[src/rtl/flash_stat_pkg.sv]
package flash_stat_pkg;
    typedef enum logic [1:0] {
        RK_DATA  = 2'd0,
        RK_PROG  = 2'd1,
        RK_ERASE = 2'd2,
        RK_SUSP  = 2'd3
    } rkind_e;
endpackage

[src/rtl/fstat_classify.sv]
module fstat_classify
    import flash_stat_pkg::*;
#(
    parameter int NPLANE  = 2,
    parameter int PLANE_W = 1,
    parameter int SECT_W  = 5
) (
    input  logic [PLANE_W-1:0] rd_plane,
    input  logic [SECT_W-1:0]  rd_sector,
    input  logic [NPLANE-1:0]  busy,
    input  logic [NPLANE-1:0]  op_erase,
    input  logic               susp_act,
    input  logic [PLANE_W-1:0] susp_plane,
    input  logic [SECT_W-1:0]  susp_sector,
    output rkind_e             kind
);
    logic hit_susp;

    always_comb begin
        hit_susp = susp_act && (rd_plane == susp_plane) && (rd_sector == susp_sector);
        if (hit_susp)
            kind = RK_SUSP;
        else if (busy[rd_plane] && !op_erase[rd_plane])
            kind = RK_PROG;
        else if (busy[rd_plane])
            kind = RK_ERASE;
        else
            kind = RK_DATA;
    end
endmodule

[src/rtl/fstat_toggles.sv]
module fstat_toggles
    import flash_stat_pkg::*;
#(
    parameter int NPLANE  = 2,
    parameter int PLANE_W = 1
) (
    input  logic               clk,
    input  logic               rst_n,
    input  logic               rd_strobe,
    input  logic [PLANE_W-1:0] rd_plane,
    input  rkind_e             kind,
    input  logic [NPLANE-1:0]  busy,
    input  logic               susp_act,
    output logic [NPLANE-1:0]  t6,
    output logic               t2
);
    typedef struct packed {
        logic [NPLANE-1:0] t6;
        logic              t2;
        logic              strb;
        logic [NPLANE-1:0] bsy;
        logic              sus;
    } tog_st_t;

    tog_st_t st_d, st_q;
    logic              rise;
    logic              tog6;
    logic [NPLANE-1:0] start_vec;
    logic              sus_rise;

    assign rise      = rd_strobe & ~st_q.strb;
    assign tog6      = (kind == RK_PROG) || (kind == RK_ERASE);
    assign start_vec = busy & ~st_q.bsy;
    assign sus_rise  = susp_act & ~st_q.sus;

    always_comb begin
        st_d      = st_q;
        st_d.strb = rd_strobe;
        st_d.bsy  = busy;
        st_d.sus  = susp_act;
        if (rise) begin
            if (tog6)
                st_d.t6[rd_plane] = ~st_q.t6[rd_plane];
            if (kind == RK_ERASE || kind == RK_SUSP)
                st_d.t2 = ~st_q.t2;
        end
        for (int p = 0; p < NPLANE; p++) begin
            if (start_vec[p])
                st_d.t6[p] = 1'b0;
        end
        if ((|start_vec) || sus_rise)
            st_d.t2 = 1'b0;
    end

    always_ff @(posedge clk) begin
        if (!rst_n)
            st_q <= '0;
        else
            st_q <= st_d;
    end

    assign t6 = st_q.t6;
    assign t2 = st_q.t2;

    AST_T6_ONE_FLIP: assert property (@(posedge clk) disable iff (!rst_n)
        (rise && tog6 && !(|start_vec)) |=> ($countones(t6 ^ $past(t6)) == 1));
    AST_T6_HOLD: assert property (@(posedge clk) disable iff (!rst_n)
        (!(rise && tog6) && !(|start_vec)) |=> (t6 == $past(t6)));

    for (genvar g = 0; g < NPLANE; g++) begin : g_clr
        AST_START_CLR: assert property (@(posedge clk) disable iff (!rst_n)
            (busy[g] && !st_q.bsy[g]) |=> !t6[g]);
    end
endmodule

[src/rtl/fstat_format.sv]
module fstat_format
    import flash_stat_pkg::*;
#(
    parameter int NPLANE  = 2,
    parameter int PLANE_W = 1,
    parameter int DATA_W  = 16
) (
    input  rkind_e             kind,
    input  logic [PLANE_W-1:0] rd_plane,
    input  logic [NPLANE-1:0]  t6,
    input  logic               t2,
    input  logic               prog_d7,
    input  logic [DATA_W-1:0]  array_data,
    input  logic               byte_mode,
    output logic [DATA_W-1:0]  rd_data
);
    localparam int LANE_W = 8;

    logic [DATA_W-1:0] w;

    always_comb begin
        w = '0;
        unique case (kind)
            RK_DATA: w = array_data;
            RK_PROG: begin
                w[7] = ~prog_d7;
                w[6] = t6[rd_plane];
                w[2] = 1'b1;
            end
            RK_ERASE: begin
                w[7] = 1'b0;
                w[6] = t6[rd_plane];
                w[2] = t2;
            end
            RK_SUSP: begin
                w[7] = 1'b1;
                w[6] = 1'b1;
                w[2] = t2;
            end
            default: w = array_data;
        endcase
        if (byte_mode)
            w[DATA_W-1:LANE_W] = '0;
        rd_data = w;
    end
endmodule

[src/rtl/flash_rd_status.sv]
module flash_rd_status
    import flash_stat_pkg::*;
#(
    parameter int NPLANE = 2,
    parameter int SECT_W = 5,
    parameter int DATA_W = 16,
    localparam int PLANE_W = (NPLANE > 1) ? $clog2(NPLANE) : 1
) (
    input  logic               clk,
    input  logic               rst_n,
    input  logic               rd_strobe,
    input  logic [PLANE_W-1:0] rd_plane,
    input  logic [SECT_W-1:0]  rd_sector,
    input  logic [DATA_W-1:0]  array_data,
    input  logic               byte_mode,
    input  logic [NPLANE-1:0]  busy,
    input  logic [NPLANE-1:0]  op_erase,
    input  logic               prog_d7,
    input  logic               susp_act,
    input  logic [PLANE_W-1:0] susp_plane,
    input  logic [SECT_W-1:0]  susp_sector,
    output logic [DATA_W-1:0]  rd_data
);
    rkind_e            kind;
    logic [NPLANE-1:0] t6;
    logic              t2;

    fstat_classify #(.NPLANE(NPLANE), .PLANE_W(PLANE_W), .SECT_W(SECT_W)) u_cls (
        .rd_plane(rd_plane), .rd_sector(rd_sector), .busy(busy), .op_erase(op_erase),
        .susp_act(susp_act), .susp_plane(susp_plane), .susp_sector(susp_sector),
        .kind(kind)
    );

    fstat_toggles #(.NPLANE(NPLANE), .PLANE_W(PLANE_W)) u_tog (
        .clk(clk), .rst_n(rst_n), .rd_strobe(rd_strobe), .rd_plane(rd_plane),
        .kind(kind), .busy(busy), .susp_act(susp_act), .t6(t6), .t2(t2)
    );

    fstat_format #(.NPLANE(NPLANE), .PLANE_W(PLANE_W), .DATA_W(DATA_W)) u_fmt (
        .kind(kind), .rd_plane(rd_plane), .t6(t6), .t2(t2), .prog_d7(prog_d7),
        .array_data(array_data), .byte_mode(byte_mode), .rd_data(rd_data)
    );

    AST_SUSP_MARK: assert property (@(posedge clk) disable iff (!rst_n)
        (susp_act && rd_plane == susp_plane && rd_sector == susp_sector)
        |-> (rd_data[7] && rd_data[6]));
    AST_BYTE_UPPER: assert property (@(posedge clk) disable iff (!rst_n)
        byte_mode |-> (rd_data[DATA_W-1:8] == '0));
    AST_IDLE_PASS: assert property (@(posedge clk) disable iff (!rst_n)
        (busy == '0 && !susp_act && !byte_mode) |-> (rd_data == array_data));
endmodule

[config.mk]
export PLATFORM = sky130hd
export DESIGN_NAME = flash_rd_status
export DESIGN_NICKNAME = d
export VERILOG_FILES = /design/src/rtl/flash_stat_pkg.sv /design/src/rtl/fstat_classify.sv /design/src/rtl/fstat_toggles.sv /design/src/rtl/fstat_format.sv /design/src/rtl/flash_rd_status.sv
export SDC_FILE = /design/constraint.sdc
export NUM_CORES = 1
export LEC_CHECK = 0
export ABC_AREA = 1
export BUFFER_PORTS_ARGS = -buffer_cell sky130_fd_sc_hd__buf_2
export CORE_AREA = 2 2 47 45
export DETAILED_ROUTE_END_ITERATION = 6
export DIE_AREA = 0 0 49 47
export PLACE_DENSITY = 0.78
export SYNTH_ARGS = -nofsm -noshare
export SYNTH_HDL_FRONTEND = slang
export SYNTH_HIERARCHICAL = 1
export SYNTH_SLANG_ARGS = --single-unit
export TNS_END_PERCENT = 10
[constraint.sdc]
create_clock -name clk -period 2.5 [get_ports clk]
set_input_delay 0.375 -clock clk [delete_from_list [all_inputs] [get_ports clk]]
set_output_delay 0.375 -clock clk [all_outputs]
set_load 0.1 [all_outputs]
==> PnR_summary.wiki <==
{| class="wikitable"
! Metric !! Value
|-
| Post-place instance area || about 0.0011 mm²
|-
| Post-CTS setup buffer count || 0
|-
| Clk pin slew, worst setup/hold paths || around 0.050 ns
|-
| 1st-pass router iterations || 4
|-
| Final Util || 0.616
|-
| Nets in the synthesized netlist || roughly 180
|-
| Peak VDD IR || 0.333 mV
|-
| Number of maximum-capacitance violations || 0
|-
| FF-to-FF Start || u_tog/st_q[3]
|-
| Num Clock Sinks || 7
|-
| Worst Max-Slew Pin Slew || 0.491 ns
|-
| Number of placement rows || 15
|-
| Cts-stage hold buffer count || 0
|-
| DR WL/cell || ~8.5 µm
|-
| Root cell of the clock tree || sky130_fd_sc_hd__clkbuf_4
|-
| Wire length on met2 || just under 1000 µm
|-
| Setup repair after global routing missed its margin || no
|-
| Gr ovfl total || 0
|-
| Critical path type || in2out
|-
| Die width || 49 µm
|-
| Quantity of I/O buffers inserted on ports || 53
|-
| Area of the die || 0.00230 mm²
|-
| Num CTS Buffers || 3
|-
| Setup TNS || 0 ns
|-
| Standby leakage power || around 0.73 nW
|-
| Cell-by-cell listing of the critical path || buf_2 > o21ai_0 > o211ai_1 > nand2_1 > inv_2 > nand2_4 > inv_4 > nand2_1 > nor2_1 > buf_2
|-
| Area of the mapped netlist || approximately 740 µm²
|-
| Mean instance size in the synthesized netlist || roughly 5.1 µm²
|-
| Hold Path Class || in2reg
|-
| Post-DP HPWL || roughly 1700 µm
|-
| CTS H-tree lvls || 1
|-
| TritonCTS clock tree || yes
|-
| Total count of hold-check failures in the final report || 0
|-
| Number of vias per cell after detailed routing || about 4.4
|-
| Via count of the first global-routing pass || ~840
|-
| Worst path max stage delay || between 0.4 and 0.5 ns
|-
| Detailed router's first-iteration violation count || 14
|-
| Biggest fanout along the worst timing path || 12
|-
| Final Slew Violations || 0
|-
| Via count of the routed design || a little under 1000
|-
| Total met3 wirelength after detailed routing || around 120 µm
|-
| Final net count || around 240
|-
| DRT met1 WL || ~740 µm
|-
| Critical Path End Type || primary output
|-
| Clock buffer depth || 2
|-
| Last weighted congestion value of the routability-driven placer || 0.776
|-
| Minimum clock period || 2.24 ns
|-
| Overall power || 0.000563 W
|-
| Drc violations || 0
|-
| Unique masters post-synth || 20
|-
| Number of gates resized after CTS || 0
|-
| CP required || 2.12 ns
|-
| Detail Route Antenna Nets || 0
|-
| Topmost layer with routed signal wires || met4
|-
| Layout Cell Area excl Fill || ~0.0011 mm²
|-
| Post-synthesis to final-layout area growth || 51.6%
|-
| Wire length of the first global-routing pass || between 3000 and 4000 µm
|-
| PD cells || around 500 mW/mm²
|-
| Outcome || complete, no violations
|-
| DRT Wirelength || about 1900 µm
|-
| Category of the worst setup path launch point || input pin
|-
| Number of antenna violations at the first check in global routing || 0
|-
| Start point of the critical path || rd_plane
|-
| Post-route clock period utilization || 0.897
|-
| Ant. Diodes || 0
|-
| Number of storage elements in the synthesis netlist || 7
|-
| Clock Latency Late Sink || 0.25 ns
|-
| Post-Synthesis Cells || 144
|-
| Setup-violating endpoint count in the final report || 0
|-
| Crit path arrival time || approximately 1.9 ns
|-
| Max Clk Rate || between 0.4 and 0.5 GHz
|-
| Starting density of the core || 0.406
|-
| Sequential share of the synthesized area || 0.190
|-
| Total I/O pin count || 54
|-
| Startpoint of the most critical hold path || susp_act
|-
| Gr usage total || 0.179
|-
| WHS || between 0.3 and 0.4 ns
|-
| Floorplan Core Area || approximately 0.0018 mm²
|-
| Pin count of the biggest net entering global routing || 13
|-
| Chip Height || between 40 and 50 µm
|-
| Relative slew margins || 0.675
|-
| Slowest library cell on the worst path || sky130_fd_sc_hd__buf_2
|-
| Proportion of layout cells with a drive suffix above 1 || 0.338
|-
| Synth Warn # || 6
|-
| Setup Skew || between 0.006 and 0.007 ns
|}
path summary, 6_finish.rpt:
| path | cells past startpoint | slack [ns] | to |
|---|---|---|---|
| setup / recovery | 10 | 0.26 | rd_data[13] |
| hold / removal | 3 | 0.33 | u_tog/st_q[0] |
| setup reg to reg | 5 | 1.71 | u_tog/t6[0] |
| hold reg to reg | 2 | 0.51 | u_tog/t6[1] |
through the flow:
step,setup WS (ns),std cells
finish,0.257,223
global route,0.0796,223
CTS,0.264,223
detailed placement,0.263,219
global placement,0.350,219
floorplan,-0.206,144
cell type report:
| type | instances | area, µm² |
|---|---|---|
| repair buffers | 53 | 340 |
| clock buffers | 4 | 26.3 |
| fillers | 190 | 699 |
| inverters | 39 | 149 |
| well taps | 25 | 31.3 |
| multi-input cells | 95 | 434 |
| flip-flops and latches | 7 | 140 |
critical path: cells and delay by family:
| kind | cells | cell delay, ns |
|---|---|---|
| AND/OR/NAND/NOR | 4 | 0.39 |
| AO/OA/AOI/OAI | 2 | 0.27 |
| buffers and inverters | 4 | 0.82 |
kinds of logic (layout without fill, tap and decap cells):
group,after synthesis,in the layout,share of synthesized area
buf+inv,42,96,0.227
compound gates,7,7,0.0694
simple gates,86,86,0.481
fa+ha+maj,2,2,0.0338
flops,7,7,0.190
Yosys cell counts, drive strengths merged:
master,instances,area [µm²]
a21boi,1,7.51
o21ai,3,15.0
ha,2,25.0
nand3,4,25.0
nand4,2,12.5
a21oi,2,21.3
nor2,29,119
nand2,51,199
o211ai,1,7.51
inv,39,149
buf,3,18.8
dfxtp,7,140
state kept, by name (all words and copies together) (netlist names):
signal / cells
u_tog/t6: 2
u_tog/t2: 1
u_tog/st_q: 4
per-layer routing:
| layer | global-route usage | vias to the layer above |
|---|---|---|
| met5 | 0 | - |
| met4 | 0.103 | 0 |
| met3 | 0.0414 | 5 |
| li1 | - | 516 |
| met2 | 0.370 | 30 |
| met1 | 0.171 | 423 |
report_power, final:
part	internal (W)	total (W)	switching, W
Clock	0.0000609	0.000103	0.0000423
Combinational	0.0000898	0.000341	0.000251
Sequential	0.000116	0.000119	0.00000236
Total	0.000267	0.000563	0.000295
cells in the final DEF (no fill, tap or decap), types with 2 or more instances in the layout:
| cell | Yosys | routed |
|---|---|---|
| sky130_fd_sc_hd__buf_12 | 0 | 5 |
| sky130_fd_sc_hd__buf_2 | 0 | 48 |
| sky130_fd_sc_hd__clkbuf_4 | 0 | 3 |
| sky130_fd_sc_hd__dfxtp_1 | 7 | 7 |
| sky130_fd_sc_hd__ha_1 | 2 | 2 |
| sky130_fd_sc_hd__inv_1 | 34 | 34 |
| sky130_fd_sc_hd__inv_2 | 4 | 4 |
| sky130_fd_sc_hd__nand2_1 | 50 | 50 |
| sky130_fd_sc_hd__nand3_1 | 3 | 3 |
| sky130_fd_sc_hd__nand4_1 | 2 | 2 |
| sky130_fd_sc_hd__nor2_1 | 27 | 26 |
| sky130_fd_sc_hd__nor2_2 | 1 | 2 |
| sky130_fd_sc_hd__o21ai_0 | 3 | 3 |
Power figures use the tool's default switching activity.
